--- config.mk ---
export PLATFORM = sky130hd
export DESIGN_NAME = burst_addr_counter
export DESIGN_NICKNAME = d
export VERILOG_FILES = /design/src/rtl/bac_pkg.sv /design/src/rtl/bac_mask_reg.sv /design/src/rtl/bac_count_core.sv /design/src/rtl/bac_irq.sv /design/src/rtl/burst_addr_counter.sv
export SDC_FILE = /design/constraint.sdc
export NUM_CORES = 1
export LEC_CHECK = 0
export ABC_AREA = 1
export BUFFER_PORTS_ARGS = -buffer_cell sky130_fd_sc_hd__buf_2
export CORE_MARGIN = 5
export CORE_UTILIZATION = 62
export DETAILED_ROUTE_END_ITERATION = 6
export HOLD_SLACK_MARGIN = 0.12
export PLACE_DENSITY_LB_ADDON = 0.1
export RECOVER_POWER = 25
export SETUP_SLACK_MARGIN = 0.15
export SYNTH_ARGS = -nofsm -noshare
export SYNTH_HDL_FRONTEND = slang
export SYNTH_SLANG_ARGS = --single-unit
export TNS_END_PERCENT = 10
--- constraint.sdc ---
create_clock -name clk -period 7.6 [get_ports clk]
set_clock_uncertainty 0.2 [all_clocks]
set_input_delay 0.38 -clock clk [delete_from_list [all_inputs] [get_ports clk]]
set_output_delay 0.38 -clock clk [all_outputs]
set_load 0.005 [all_outputs]
--- src/rtl/bac_pkg.sv ---
package bac_pkg;
  typedef enum logic [2:0] {
    OP_HOLD  = 3'd0,
    OP_INC   = 3'd1,
    OP_LOAD  = 3'd2,
    OP_CLR   = 3'd3,
    OP_MSET  = 3'd4,
    OP_MLOAD = 3'd5,
    OP_MREAD = 3'd6,
    OP_IDLE7 = 3'd7
  } op_e;
endpackage

--- src/rtl/bac_mask_reg.sv ---
module bac_mask_reg
  import bac_pkg::*;
#(
  parameter int W = 18
) (
  input  logic         clk,
  input  logic         rst,
  input  op_e          op,
  input  logic [W-1:0] addr_i,
  input  logic         port_en_i,
  output logic [W-1:0] mask_o,
  output logic [W-1:0] rdbk_o,
  output logic         dq_oe_o,
  output logic         mask_bad_o
);
  localparam logic [W-1:0] ONES = '1;
  localparam logic [W-1:0] ONE  = W'(1);

  logic [W-1:0] mask_q, rdbk_q;
  logic         oe_q;

  // legal shapes: 0..01..1 or 0..01..10
  function automatic logic shape_ok(input logic [W-1:0] v);
    logic [W-1:0] u;
    u = v | ONE;
    return (v != '0) && ((u & (u + ONE)) == '0);
  endfunction

  always_ff @(posedge clk) begin
    if (rst) begin
      mask_q <= ONES;
      rdbk_q <= '0;
      oe_q   <= 1'b0;
    end else begin
      oe_q <= port_en_i && (op != OP_MREAD);
      case (op)
        OP_MSET:  mask_q <= ONES;
        OP_MLOAD: mask_q <= addr_i;
        OP_MREAD: rdbk_q <= mask_q;
        default:  ;
      endcase
    end
  end

  assign mask_o     = mask_q;
  assign rdbk_o     = rdbk_q;
  assign dq_oe_o    = oe_q;
  assign mask_bad_o = !shape_ok(mask_q);
endmodule

--- src/rtl/bac_count_core.sv ---
module bac_count_core
  import bac_pkg::*;
#(
  parameter int W = 18
) (
  input  logic         clk,
  input  logic         rst,
  input  op_e          op,
  input  logic [W-1:0] addr_i,
  input  logic [W-1:0] mask,
  output logic [W-1:0] cnt_o,
  output logic         inc_fire_o,
  output logic         inc_wrap_o,
  output logic         next_full_o
);
  logic [W-1:0] cnt_q, mir_q, nxt;

  function automatic logic [W-1:0] field_step(input logic [W-1:0] c,
                                              input logic [W-1:0] m);
    logic [W-1:0] step;
    step = m[0] ? W'(1) : W'(2);
    return (c & ~m) | (((c & m) + step) & m);
  endfunction

  function automatic logic field_full(input logic [W-1:0] c,
                                      input logic [W-1:0] m);
    return (c & m) == m;
  endfunction

  assign inc_fire_o  = (op == OP_INC);
  assign inc_wrap_o  = inc_fire_o && field_full(cnt_q, mask);
  assign nxt         = inc_wrap_o ? mir_q : field_step(cnt_q, mask);
  assign next_full_o = field_full(nxt, mask);

  always_ff @(posedge clk) begin
    if (rst) begin
      cnt_q <= '0;
      mir_q <= '0;
    end else begin
      case (op)
        OP_INC:  cnt_q <= nxt;
        OP_LOAD: begin
          cnt_q <= addr_i;
          mir_q <= addr_i;
        end
        OP_CLR: begin
          cnt_q <= '0;
          mir_q <= '0;
        end
        default: ;
      endcase
    end
  end

  assign cnt_o = cnt_q;
endmodule

--- src/rtl/bac_irq.sv ---
module bac_irq
  import bac_pkg::*;
(
  input  logic clk,
  input  logic rst,
  input  op_e  op,
  input  logic inc_fire,
  input  logic next_full,
  output logic int_n_o
);
  logic int_n_q;
  logic release_ev;

  assign release_ev = (op == OP_CLR) || (op == OP_LOAD) ||
                      (op == OP_MSET) || (op == OP_MLOAD);

  always_ff @(posedge clk) begin
    if (rst)             int_n_q <= 1'b1;
    else if (release_ev) int_n_q <= 1'b1;
    else if (inc_fire)   int_n_q <= !next_full;
  end

  assign int_n_o = int_n_q;
endmodule

--- src/rtl/burst_addr_counter.sv ---
module burst_addr_counter
  import bac_pkg::*;
#(
  parameter int ADDR_W = 18
) (
  input  logic              clk,
  input  logic              rst,
  input  logic [2:0]        op_i,
  input  logic [ADDR_W-1:0] addr_i,
  input  logic              port_en_i,
  output logic [ADDR_W-1:0] addr_o,
  output logic [ADDR_W-1:0] rdbk_o,
  output logic              dq_oe_o,
  output logic              int_n_o,
  output logic              mask_bad_o
);
  op_e               op;
  logic [ADDR_W-1:0] mask_q;
  logic              inc_fire, inc_wrap, next_full;

  assign op = op_e'(op_i);

  bac_mask_reg #(.W(ADDR_W)) u_mask (
    .clk(clk), .rst(rst), .op(op), .addr_i(addr_i), .port_en_i(port_en_i),
    .mask_o(mask_q), .rdbk_o(rdbk_o), .dq_oe_o(dq_oe_o),
    .mask_bad_o(mask_bad_o)
  );

  bac_count_core #(.W(ADDR_W)) u_cnt (
    .clk(clk), .rst(rst), .op(op), .addr_i(addr_i), .mask(mask_q),
    .cnt_o(addr_o), .inc_fire_o(inc_fire), .inc_wrap_o(inc_wrap),
    .next_full_o(next_full)
  );

  bac_irq u_irq (
    .clk(clk), .rst(rst), .op(op), .inc_fire(inc_fire),
    .next_full(next_full), .int_n_o(int_n_o)
  );
endmodule

==> Word-level counts from Yosys, hierarchy flattened <==
Index checks and enable logic that the tools add are counted.
{ "classes": {"add_sub_neg": 2, "multipliers": 0, "n_div": 0, "n_lt_le_gt_ge": 0, "eq_ne": 9, "shift": 0, "muxes": 5, "bitwise": 7, "reduce_logical": 14} }
{ "op_table": {"columns": ["cell", "count"], "rows": [
  ["AND 18 bit", 5],
  ["case mux 18 bit (2 select lines)", 2],
  ["case mux 18 bit (3 select lines)", 1],
  ["equality test 18 bit", 2],
  ["adder 18 x 1 -> 18 bit, second input constant", 1],
  ["adder 18 bit", 1],
  ["zero test 18 bit", 1],
  ["2-to-1 mux 18 bit", 1],
  ["NOT 18 bit", 1],
  ["OR 18 bit", 1],
  ["nonzero test 18 bit", 1],
  ["equality test 3 bit, second input constant", 3],
  ["equality test 3 x 2 -> 1 bit, second input constant", 2],
  ["nonzero test 2 bit", 2],
  ["equality test 3 x 1 -> 1 bit, second input constant", 1],
  ["logical AND 1 bit", 3],
  ["logical OR 1 bit", 3],
  ["inequality test 3 bit, second input constant", 1],
  ["nonzero test 3 bit", 1],
  ["zero test 1 bit", 2],
  ["2-to-1 mux 2 bit", 1],
  ["OR reduction 2 bit", 1]
]} }
{ "totals": {"ff_bits": 74, "latch_bits": 0, "ramBits": 0, "mem_bits_ro": 0, "in_bits": 24, "output_inout_bits": 39, "word_cells": 43, "mem_count": 0} }

==> Longest topological paths before layout <==
Gate-level depths: netlist (run 1).
{ "depth": {"ltp_word": 8, "mapped_depth": 19, "depth_no_buf": 18} }

==> Modules after synthesis <==
A second synthesis (run 1) with hierarchy kept.
{ "unflattened": {"cells_unflattened": 714, "area_unflattened_um2": 4415.5} }
{ "modules_own_cells": {"columns": ["module", "instances", "cells_each", "area_per_inst_um2"], "rows": [
  ["bac_count_core", 1, 483, 2788.9],
  ["bac_mask_reg", 1, 220, 1557.7],
  ["bac_irq", 1, 11, 68.8]
]} }

==> Worst setup path before layout (run 1) <==
Ideal clock, no wire load.
{ "synth_path": {"kind": "register -> register", "from": "reg u_mask.mask_q[0] (netlist: u_mask.mask_o[0])", "to": "reg u_irq.int_n_q (netlist: u_irq.int_n_o)", "setup_ns": 0.118, "arrival_time_ns": 2.060, "setup_slack_ns": 5.222, "path_stages_with_launch": 18, "path_buffers": 0, "path_cell_list": "dfxtp_1 ha_1 inv_1 fa_1 nor2_1 nand2_1 nor2_4 nand2_1 nand2_1 nand2_1 nand2_1 nand2_1 nand2_1 nand2_1 nor2_1 nand4_1 nand2_1 nand2_1"} }
{ "synth_between": {"elab_chain_cells": 8} }
{ "synth_lines": {"columns": ["element", "line_no", "text"], "rows": [
  ["start, declared", "bac_mask_reg.sv:19", "logic [W-1:0] mask_q, rdbk_q;"],
  ["start signal, assigned", "bac_mask_reg.sv:38", "OP_MLOAD: mask_q <= addr_i;"],
  ["AND 18 bit or 2-to-1 mux 2 bit (tied branches)", "bac_count_core.sv:22, bac_count_core.sv:27, bac_count_core.sv:21", null],
  ["adder 18 bit", "bac_count_core.sv:22", "return (c & ~m) | (((c & m) + step) & m);"],
  ["AND 18 bit", "bac_count_core.sv:22", null],
  ["OR 18 bit", "bac_count_core.sv:22", null],
  ["2-to-1 mux 18 bit", "bac_count_core.sv:32", "assign nxt = inc_wrap_o ? mir_q : field_step(cnt_q, mask);"],
  ["AND 18 bit", "bac_count_core.sv:27", "return (c & m) == m;"],
  ["equality test 18 bit (*)", "bac_count_core.sv:27", null],
  ["zero test 1 bit (*)", "bac_irq.sv:20", "else if (inc_fire) int_n_q <= !next_full;"],
  ["end signal, assigned", "bac_irq.sv:20", null],
  ["end, declared", "bac_irq.sv:11", "logic int_n_q;"]
]} }
Every way passes the cells marked *; elsewhere a longest branch is shown, timed or not.
A chain may end at the register's enable or synchronous reset.

==> Worst setup path after layout (run 1) <==
Same ends and word-level chain as after synthesis.

==> results of run 1 <==
-- sequential cells by signal (all words and copies together), names as in the netlist --
register and count:
u_cnt.cnt_o 18, u_cnt.mir_q 18, u_mask.mask_o 18, u_mask.rdbk_o 18
u_irq.int_n_o 1, u_mask.dq_oe_o 1
-- cell type report --
type | count | area, µm²
clock buffers | 10 | 138
clock inverters | 5 | 78.8
fillers | 619 | 1890
inverters | 75 | 282
multi-input cells | 465 | 2220
flip-flops and latches | 74 | 1480
well taps | 80 | 100
repair buffers | 82 | 494
-- synthesized netlist by cell type, types with 2 or more instances --
cell / count
nand2_4: 2
inv_1: 71
nor3_1: 4
clkbuf_1: 17
buf_2: 7
nor2_2: 4
ha_1: 3
nand4_1: 9
a31oi_1: 17
o21ai_0: 45
nor2_1: 35
nand2_1: 213
buf_6: 5
or2_2: 2
nand3b_1: 2
inv_2: 3
nor2_4: 6
nand3_2: 2
a21oi_1: 39
nand2_2: 3
dfxtp_1: 74
buf_4: 8
o22ai_1: 19
nor4_1: 3
nand3_1: 49
-- where the power goes --
group | leakage (nW) | internal (mW) | switching [mW] | total, mW
Clock | 0.112 | 0.191 | 0.148 | 0.339
Combinational | 1.50 | 0.0530 | 0.0840 | 0.137
Sequential | 0.606 | 0.407 | 0.0238 | 0.430
-- per-stage QoR --
stage                     total power, mW  instances
final                               0.907        791
after detailed placement            0.565        757
after floorplan                     0.520        652
after global routing                0.951        791
after global placement              0.562        757
after CTS                           0.908        791
-- worst max-delay path, delay by kind of cell, from the launching register on --
family / cells / cell delay, ns
simple gates: 14 / 1.27
buf+inv: 1 / 0.06
flops: 1 / 0.55
fa+ha+maj: 2 / 0.63
-- worst min path at each step --
stage / to / slack, ns / depth (start not counted)
6_report: u_mask.rdbk_o[7] / 0.24 / 2
3_5_place_dp: u_mask.rdbk_o[16] / 0.23 / 2
4_1_cts: u_mask.rdbk_o[16] / 0.25 / 2
5_1_grt: u_mask.rdbk_o[3] / 0.27 / 2
2_1_floorplan: u_mask.rdbk_o[0] / 0.24 / 2
3_3_place_gp: u_mask.rdbk_o[7] / 0.23 / 2
-- routing by layer --
| layer | vias to the layer above | wire length, µm |
|---|---|---|
| met3 | 38 | 1290 |
| met2 | 235 | 5520 |
| met5 | - | 0 |
| li1 | 2221 | - |
| met1 | 2052 | 5120 |
| met4 | 0 | 355 |
-- cells in the final DEF, fill, tap and decap left out, drive strengths merged, types with 2 or more instances in the layout --
cell,synthesis,routed
nand2,218,218
clkbuf,17,21
nand3,51,51
or2,2,2
nand3b,2,2
nand4,9,9
o21ai,45,45
nor4,3,3
inv,74,74
dfxtp,74,74
ha,3,3
clkinv,1,4
a21oi,39,39
dlygate4sd3,0,19
bufinv,0,2
a31oi,17,17
nor2,45,45
buf,21,52
o22ai,19,19
nor3,4,4
-- logic make-up (layout without fill, tap and decap cells) --
family | Yosys count | in the layout | share of synthesized area [%]
AO/OA/AOI/OAI | 124 | 124 | 16.2
XOR/XNOR | 1 | 1 | 0.209
adder cells (fa/ha/maj) | 4 | 4 | 1.37
buffers and inverters | 113 | 172 | 11.9
flip-flops | 74 | 74 | 35.3
multiplexers | 1 | 1 | 0.238
AND/OR/NAND/NOR | 335 | 335 | 34.8
==> key figures, run 1 <==
Layout
  – Ant diodes: 0
  – Design area: about 0.0048 mm²
  – Post-layout util: 71.7%
  – Area growth, synth to finish: 14.1%
  – Post-layout nets: between 700 and 800
  – Layout cells sized above 1: roughly an eighth

Synthesis
  – Syn Area/Cell: 6.44 µm²
  – Cell Area, Synth: between 0.004 and 0.005 mm²
  – Register bit count reported by yosys: between 70 and 80
  – Main area contributors after synthesis: dfxtp_1 35%, nand2_1 19%, inv_1 6.3%
  – Mapped Nets: 680
  – Synth Flop Type: dfxtp_1
  – Syn Inst Count: between 600 and 700
  – Synth area leader: dfxtp_1
  – Post-synth top area share: 35.3%
  – EDFF count, synth: 0
  – Yosys cell types: 35
  – Total number of yosys warnings: 0
  – Seq/Total Area, Yosys: about a third
  – Async S/R FF share, synth: 0%

Place
  – Pre-CTS setup slack: approximately 4.8 ns
  – # port buffers: between 60 and 70
  – Final HPWL DP: a little over 8000 µm
  – DP Area: between 0.004 and 0.005 mm²
  – Final Wtd Congestion: a little over 0.9

Setup path
  – Crit path max fanout: 8
  – Worst setup path start: u_mask.mask_o[0]
  – CP required: between 7 and 8 ns
  – Crit-path most repeated cell: nand2_1
  – Slowest Stage Delay on Critical Path: 0.55 ns
  – Cell with the largest stage delay on the worst path: dfxtp_1
  – Critical-path cell list: ha_1, inv_1, fa_1, nor2_1, nand2_1, nor2_4, nand2_1, nand2_1, nand2_1, nand2_1, nand2_1, nand2_1, nand2_1, nor2_1, nand4_1, nand2_1, nand2_1
  – CP endpoint kind: flop
  – R2R depth: 17
  – Critical path startpoint category: flop
  – FF-to-FF setup slack: approximately 4.8 ns
  – Crit path DAT: between 2 and 3 ns
  – Worst R2R End: u_irq.int_n_o
  – Worst R2R Start: u_mask.mask_o[0]
  – Critical Path End: u_irq.int_n_o
  – Crit Path Class: reg -> reg

Timing
  – Max Slew Vio Count: 0
  – RSZ-0062 raised after global routing: false
  – Relative slew slack: 28.4%
  – Min Clock Period, post-route: between 2 and 3 ns
  – Worst Hold Slack: ~0.24 ns
  – Setup WS post-layout: roughly 4.8 ns
  – Final hold viol count: 0
  – Worst-margin pin slew: between 1 and 1.5 ns
  – Max Fclk: 0.353 GHz
  – Final Cycle Share: a little under two fifths
  – Setup TNS: 0 ns
  – Final setup vio count: 0

Global routing
  – Met1 Usage GRT: about 37%
  – Grt ovf: 0
  – Global-route wire length before repair: around 20,000 µm
  – Global routing usage on met3: under 10%
  – Grt met2 use: between 40 and 50%
  – Total GRT Usage: 29.5%
  – Initial antenna violation count: 0
  – Largest net degree at the start of global routing: 55
  – GRT busiest layer: met2
  – Vias in the first global route: between 4,000 and 5,000

Die
  – # IOs: 63
  – Die Ht: slightly above 90 µm
  – Core ar.: about 0.0067 mm²
  – Initial core utilization: a little over three fifths
  – Chip width: slightly above 90 µm
  – Die ar.: approximately 0.0085 mm²
  – FP Rows: 30

Route
  – Pre-antenna DRT Iters: 5
  – Via count: 4,546
  – Post-route DRC: 0
  – Initial DRC count: about 360
  – Final WL: 12,300 µm
  – Antenna-violating nets left: 0
  – WL/cell: 15.5 µm
  – Vias/cell: ~5.7

Pwr
  – Leak: roughly 2.2 nW
  – VDD IR max: 0.108 mV
  – Power per Cell Area: approximately 190 mW/mm²

Clock network
  – Clock sinks: 74
  – Post_cts resized: 0
  – CTS tree: done
  – H-tree levels: 3
  – Clock Pin Slew Worst Setup and Hold Paths: 0.08 ns
  – Post-CTS Repair Setup Buffers: 0
  – CTS Root Cell: clkbuf_8
  – TritonCTS Buffers: 9
  – Hold_buf cts: 19
  – Clock Tree Buf Depth: 2
  – Clock Latency Late Sink: around 0.36 ns

Worst hold path
  – HP Class: reg -> reg
  – Hold Crit Start: u_mask.rdbk_o[7]

Outcome
  – Status: complete, no violations

Run
  – # Max-Cap Violations: 0
(Power assumes the default switching activity.)
==> run 2: changes to the inputs <==
--- a/config.mk
+++ b/config.mk
@@ -5,10 +5,10 @@
 export SDC_FILE = /design/constraint.sdc
 export NUM_CORES = 1
 export LEC_CHECK = 0
-export ABC_AREA = 1
+export ABC_AREA = 0
 export BUFFER_PORTS_ARGS = -buffer_cell sky130_fd_sc_hd__buf_2
 export CORE_MARGIN = 5
-export CORE_UTILIZATION = 62
+export CORE_UTILIZATION = 57
 export DETAILED_ROUTE_END_ITERATION = 6
 export HOLD_SLACK_MARGIN = 0.12
 export PLACE_DENSITY_LB_ADDON = 0.1
==> constraint.sdc (replaced) <==
create_clock -name clk -period 2.8 [get_ports clk]
set_clock_uncertainty 0.2 [all_clocks]
set_input_delay 0.14 -clock clk [delete_from_list [all_inputs] [get_ports clk]]
set_output_delay 0.14 -clock clk [all_outputs]
set_load 0.005 [all_outputs]
==> run 2 against run 1 <==
Maximum frequency increased by 6.3%; total power rose to 2.9 times the previous value; core utilization up 2.5 points; sequential share of layout area shrank 3.1 points; worst hold slack worse by 0.069 ns; area after synthesis is 0.21% higher; cell count down 1.6%; critical path type unchanged; sequential power rose to 2.6 times the previous value.
==> key figures, run 2 <==
Outcome
  – Status: complete, no violations

Layout
  – Post-layout util: 74.2% (+2.5 points)
  – Layout cells sized above 1: 19.0% (+6.5 points)
  – Area growth, synth to finish: 27.3%
  – Most frequent cells in the layout: 91 x nand2_1, 70 x dfxtp_1, 66 x a21oi_1
  – Ant diodes: 0 (unchanged)
  – Finished Layout Cells: 778 (-1.6%)
  – Commonest non-fill, non-tap cell in the layout: nand2_1
  – Post-layout nets: 702 (-4.5%)

Die
  – Core ar.: 0.00721 mm² (+8.0%)
  – FP Rows: 31 (+3.3%)
  – Chip width: 95.9 µm (+3.9%)
  – Die ar.: 0.00920 mm² (+8.0%)
  – Die Ht: 95.9 µm (+3.9%)
  – Initial core utilization: 58.3% (-4.5 points)
  – # IOs: 63 (unchanged)

Timing
  – Min Clock Period, post-route: 2.67 ns (-0.168 ns)
  – Max Slew Vio Count: 0 (unchanged)
  – Worst-margin pin slew: 0.655 ns (-0.418 ns)
  – Relative slew slack: 56.3% (+28 points)
  – Final hold viol count: 0 (unchanged)
  – Final setup vio count: 0 (unchanged)
  – RSZ-0062 raised after global routing: true
  – Final Cycle Share: 95.2% (+58 points)
  – Setup TNS: 0 ns (unchanged)
  – Max Fclk: 0.375 GHz (+6.3%)

Clock network
  – H-tree levels: 3 (unchanged)
  – TritonCTS Buffers: 9 (unchanged)
  – CTS tree: done
  – Clock Latency Late Sink: 0.35 ns (about the same)
  – Clock Pin Slew Worst Setup and Hold Paths: 0.08 ns (about the same)
  – Clock sinks: 74 (unchanged)
  – CTS Root Cell: clkbuf_8
  – Clock Tree Buf Depth: 2 (unchanged)

Synthesis
  – Total number of yosys warnings: 0 (unchanged)
  – Syn Area/Cell: 7.33 µm² (+14%)
  – Seq/Total Area, Yosys: 35.2% (-0.073 points)
  – Yosys cell types: 56 (+60%)
  – EDFF count, synth: 0 (unchanged)
  – Mapped Nets: 602 (-11%)
  – Cell Area, Synth: 0.00421 mm² (+0.21%)
  – Async S/R FF share, synth: 0% (unchanged)
  – Synth cell count leaders: 92 x nand2_1, 74 x dfxtp_1, 67 x a21oi_1
  – Register bit count reported by yosys: 74 (unchanged)
  – Post-synth top area share: 35.2% (-0.073 points)
  – Syn Inst Count: 574 (-12%)
  – Synth Flop Type: dfxtp_1
  – Count leader, synth: nand2_1
  – Synth area leader: dfxtp_1
  – Main area contributors after synthesis: dfxtp_1 35%, nand2_1 8.2%, a21oi_1 8.0%

Setup path
  – Crit Path Class: reg -> reg
  – CP required: 2.84 ns (-4.80 ns)
  – FF-to-FF setup slack: 0.13 ns (-4.63 ns)
  – Crit-path most repeated cell: a31oi_1
  – CP endpoint kind: flop
  – Cell with the largest stage delay on the worst path: or3b_4
  – WP depth: 9 (-8)
  – Critical-path cell list: ha_4, inv_2, fa_2, or3b_4, or3_1, a222oi_1, a31oi_1, a21oi_1, a31oi_1
  – Crit path DAT: 2.71 ns (-0.17 ns)
  – R2R depth: 9 (-8)
  – Worst R2R Start: u_mask.mask_o[0]
  – Worst R2R End: u_irq.int_n_o
  – Critical path startpoint category: flop
  – Crit path max fanout: 5 (-3)
  – Buf/Inv on CP: 1 (unchanged)
  – Top delay family on crit path: simple AND/OR/NAND/NOR gates
  – Slowest Stage Delay on Critical Path: 0.45 ns (-0.10 ns)

Worst hold path
  – HP Class: in -> reg
  – Hold Crit Start: op_i[0]
  – Min-Delay Endpoint: u_mask.mask_o[11]
  – Hold Path Depth: 5 (+3)

Route
  – Post-route DRC: 0 (unchanged)
  – Antenna-violating nets left: 0 (unchanged)
  – WL/cell: 18.7 µm (+20%)
  – Final WL: 14,600 µm (+19%)
  – Via count: 4,687 (+3.1%)
  – Pre-antenna DRT Iters: 5 (unchanged)
  – Initial DRC count: 444 (+25%)
  – Vias/cell: 6.02 (+4.8%)

Pwr
  – VDD IR max: 0.318 mV (+190%)
  – Leak: 2.23 nW (+0.77%)
  – Power per Cell Area: 486 mW/mm² (+160%)

Place
  – Final Wtd Congestion: 1.00 (+10%)
  – # port buffers: 62 (unchanged)
  – Final HPWL DP: 10,400 µm (+25%)
  – Dpl cells: 737 (-2.6%)

Run
  – # Max-Cap Violations: 0 (unchanged)

Global routing
  – Global-route wire length before repair: 22,700 µm (+13%)
  – Vias in the first global route: 4,522 (+7.6%)
  – Initial antenna violation count: 0 (unchanged)
  – Total GRT Usage: 32.7% (+3.3 points)
  – Largest net degree at the start of global routing: 52 (-5.5%)
  – Grt ovf: 0 (unchanged)
## run 2: cell types whose count changed in the layout (fill, tap and decap cells not counted), sizes merged, moves of 14 or more
| cell | before | now |
|---|---|---|
| a21oi | 39 | 67 |
| a31oi | 17 | 3 |
| buf | 52 | 88 |
| inv | 74 | 25 |
| nand2 | 218 | 93 |
| nand2b | 0 | 29 |
| nand3 | 51 | 12 |
| or4 | 0 | 19 |
## run 2: metal layers
layer	vias to the layer above	routed length (µm)	track usage, %
li1	2214	-	-
met1	2149	5690	40.9
met2	271	6750	52.3
met3	53	1410	7.58
met4	0	707	17.2
met5	-	0	0
## run 2: layout make-up
cell class / count / area [µm²]
multi-input combinational: 435 / 2550
fill: 596 / 1860
sequential: 74 / 1490
timing repair buffer: 130 / 840
clock buffer: 11 / 153
tap: 99 / 124
clock inverter: 5 / 108
inverter: 24 / 90.1
## run 2: stage by stage
stage	setup WS (ns)	cell area, µm²	hold slack (ns)	total power, mW
2_1_floorplan	0.129	4250	0.0883	1.35
3_3_place_gp	0.106	4830	0.208	1.49
3_5_place_dp	0.0646	4830	0.210	1.50
4_1_cts	0.152	5340	0.147	2.60
5_1_grt	0.00601	5360	0.175	2.69
6_report	0.134	5360	0.173	2.60
## run 2: power by group
part / switching [mW] / internal, mW
clock: 0.438 / 0.652
sequential: 0.0386 / 1.10
combinational: 0.217 / 0.162
total: 0.693 / 1.91
## run 2: timing repair
action,CTS,global route
endpoints found under the setup margin,4,10
resized for setup,5,10
pin swaps,4,10
endpoints found under the hold margin,63,0
gates cloned,1,0
hold buffers,21,0
setup buffers,2,1
## run 2: worst reg2reg max path: stages (launching register included)
cell and delay [ns]:
dfxtp_4 0.38, ha_4 0.15, inv_2 0.04, fa_2 0.37
or3b_4 0.45, or3_1 0.32, a222oi_1 0.28, a31oi_1 0.13
a21oi_1 0.14, a31oi_1 0.10
## run 2: cells by family (layout without fill, tap and decap cells)
logic type | count (synthesis) | in the layout | share of synthesized area (%)
AOI/OAI and AO/OA | 143 | 143 | 19.9
xor gates and xnor gates | 15 | 15 | 3.12
adders and majority gates | 4 | 4 | 1.37
buffers and inverters | 66 | 170 | 6.19
DFF | 74 | 74 | 35.2
muxes | 9 | 9 | 2.14
and+or+nand+nor | 263 | 264 | 32.1
## run 2: worst max path at each step
stage	startpoint	endpoint	slack, ns
floorplan	u_mask.mask_o[0]	u_irq.int_n_o	0.13
global placement	u_cnt.cnt_o[1]	u_irq.int_n_o	0.11
detailed placement	u_cnt.cnt_o[1]	u_irq.int_n_o	0.06
CTS	u_mask.mask_o[0]	u_cnt.cnt_o[16]	0.15
global route	u_cnt.cnt_o[1]	u_irq.int_n_o	0.006
finish	u_mask.mask_o[0]	u_irq.int_n_o	0.13
==> run 3: changes to the inputs <==
--- a/config.mk
+++ b/config.mk
@@ -12,7 +12,6 @@
 export DETAILED_ROUTE_END_ITERATION = 6
 export HOLD_SLACK_MARGIN = 0.12
 export PLACE_DENSITY_LB_ADDON = 0.1
-export RECOVER_POWER = 25
 export SETUP_SLACK_MARGIN = 0.15
 export SYNTH_ARGS = -nofsm -noshare
 export SYNTH_HDL_FRONTEND = slang
==> constraint.sdc (replaced) <==
create_clock -name clk -period 2.7 [get_ports clk]
set_clock_uncertainty 0.2 [all_clocks]
set_input_delay 0.135 -clock clk [delete_from_list [all_inputs] [get_ports clk]]
set_output_delay 0.135 -clock clk [all_outputs]
set_load 0.005 [all_outputs]
==> run 3 against run 2 <==
Critical path depth is the same; register-to-register slack got worse by 0.11 ns; sequential share of layout area down 0.94 points; sequential power grew 4%; via count grew 2.9%; combinational power up 9.5%; worst hold slack better by 0.033 ns; critical endpoint unchanged; clock-buffer cell count stayed put; maximum frequency decreased by 0.55%.
==> key figures, run 3 (synthesized netlist as in run 2, its figures left out) <==
Timing
  – RSZ-0062 raised after global routing: true
  – Relative slew slack: 56.0% (-0.37 points)
  – Min Clock Period, post-route: 2.68 ns (+0.0148 ns)
  – Final Cycle Share: 99.3% (+4.1 points)
  – Max Slew Vio Count: 0 (unchanged)
  – Final hold viol count: 0 (unchanged)
  – Final setup vio count: 0 (unchanged)
  – Setup WS post-layout: 0.0189 ns (-0.115 ns)
  – Worst-margin pin slew: 0.660 ns (+0.00478 ns)
  – Max Fclk: 0.373 GHz (-0.55%)

Die
  – Core ar.: 0.00721 mm² (unchanged)
  – FP Rows: 31 (unchanged)
  – Die ar.: 0.00920 mm² (unchanged)
  – Initial core utilization: 58.3% (unchanged)
  – Die Ht: 95.9 µm (unchanged)
  – Chip width: 95.9 µm (unchanged)
  – # IOs: 63 (unchanged)

Setup path
  – Worst R2R Start: u_mask.mask_o[0]
  – Slowest Stage Delay on Critical Path: 0.44 ns (about the same)
  – Crit path DAT: 2.76 ns (+0.05 ns)
  – Critical path startpoint category: flop
  – CP endpoint kind: flop
  – Cell with the largest stage delay on the worst path: or3b_4
  – Crit Path Class: reg -> reg
  – Crit path max fanout: 6 (+1)
  – Top delay family on crit path: compound AO/OA/AOI/OAI gates
  – Crit-path most repeated cell: buf_4
  – Critical-path cell list: buf_4, fa_2, or3b_4, buf_6, buf_4, xor2_1, a21oi_1, o2111a_1, a31oi_1
  – CP required: 2.78 ns (-0.06 ns)
  – Buf/Inv on CP: 3 (+2)
  – Worst setup path start: u_mask.mask_o[0]

Layout
  – Layout cells sized above 1: 23.6% (+4.6 points)
  – Ant diodes: 0 (unchanged)
  – Design area: 0.00552 mm² (+3.1%)
  – Area growth, synth to finish: 31.3%
  – Most frequent cells in the layout: 91 x nand2_1, 72 x dfxtp_1, 67 x a21oi_1
  – Commonest non-fill, non-tap cell in the layout: nand2_1
  – Post-layout nets: 713 (+1.6%)

Clock network
  – Clock Pin Slew Worst Setup and Hold Paths: 0.08 ns (about the same)
  – Clock Tree Buf Depth: 2 (unchanged)
  – CTS tree: done
  – H-tree levels: 3 (unchanged)
  – TritonCTS Buffers: 9 (unchanged)
  – CTS Root Cell: clkbuf_8
  – Clock sinks: 74 (unchanged)
  – Clock Latency Late Sink: 0.35 ns (about the same)

Global routing
  – Largest net degree at the start of global routing: 33 (-37%)
  – Total GRT Usage: 33.5% (+0.78 points)
  – Initial antenna violation count: 0 (unchanged)
  – Vias in the first global route: 4,716 (+4.3%)
  – Grt ovf: 0 (unchanged)
  – Global-route wire length before repair: 23,400 µm (+2.9%)

Run
  – # Max-Cap Violations: 0 (unchanged)

Route
  – Pre-antenna DRT Iters: 5 (unchanged)
  – Via count: 4,823 (+2.9%)
  – Final WL: 15,100 µm (+3.8%)
  – Post-route DRC: 0 (unchanged)
  – Antenna-violating nets left: 0 (unchanged)
  – WL/cell: 19.2 µm (+2.4%)
  – Vias/cell: 6.11 (+1.5%)
  – Initial DRC count: 288 (-35%)

Place
  – Final HPWL DP: 10,700 µm (+2.8%)
  – Final Wtd Congestion: 0.950 (-5.2%)
  – Pre-CTS setup slack: 0.0274 ns (-0.0372 ns)
  – DP Area: 0.00489 mm² (+1.2%)
  – # port buffers: 62 (unchanged)

Pwr
  – Final Power: 2.71 mW (+4.1%)
  – Leak: 2.41 nW (+7.8%)
  – VDD IR max: 0.325 mV (+2.2%)
  – Power per Cell Area: 490 mW/mm² (+0.91%)

Worst hold path
  – HP Class: in -> reg
  – Hold Crit Start: op_i[1]

Outcome
  – Status: complete, no violations
run 3: worst paths after layout:
| path | to | slack [ns] | depth (start not counted) |
|---|---|---|---|
| worst max-delay path | u_irq.int_n_o | 0.02 | 9 |
| worst min register to register | u_mask.rdbk_o[12] | 0.25 | 2 |
| worst max register to register | u_irq.int_n_o | 0.02 | 9 |
| worst min-delay path | u_cnt.cnt_o[10] | 0.21 | 4 |
run 3: routing by layer:
metal  track usage, %  wire, µm  up-vias
met3             6.33      1260       61
li1                 -         -     2222
met4             20.1       729        0
met5                0         0        -
met2             55.9      7210      279
met1             39.8      5910     2261
run 3: final cells by class:
| class | instances | area (µm²) |
|---|---|---|
| clock inverter | 5 | 108 |
| fill | 558 | 1690 |
| tap | 99 | 124 |
| timing repair buffer | 142 | 977 |
| inverter | 24 | 90.1 |
| clock buffer | 11 | 153 |
| sequential | 74 | 1490 |
| multi-input combinational | 434 | 2580 |
run 3: power by group:
part           total (mW)  switching (mW)  internal, mW
Combinational       0.415           0.236         0.179
Sequential           1.17          0.0365          1.14
Clock                1.12           0.445         0.676
run 3: metrics by stage:
step | instances | setup TNS (ns) | util [%] | hold slack [ns]
6_report | 789 | 0 | 76.6 | 0.206
5_1_grt | 789 | -0.201 | 76.6 | 0.232
4_1_cts | 789 | 0 | 75.7 | 0.173
3_5_place_dp | 745 | 0 | 67.8 | 0.205
3_3_place_gp | 745 | 0 | 67.8 | 0.203
2_1_floorplan | 574 | 0 | - | 0.0833
run 3: worst min-delay path, stage by stage:
cell	delay [ns]
buf_2	0.10
buf_4	0.21
a21oi_1	0.14
o31a_1	0.12
run 3: repair_timing:
action	4_1_cts	5_1_grt
endpoints found under the hold margin	55	0
setup buffers	6	0
pin swaps	12	14
setup endpoints to repair	7	19
resized for setup	12	10
hold buffers	22	0
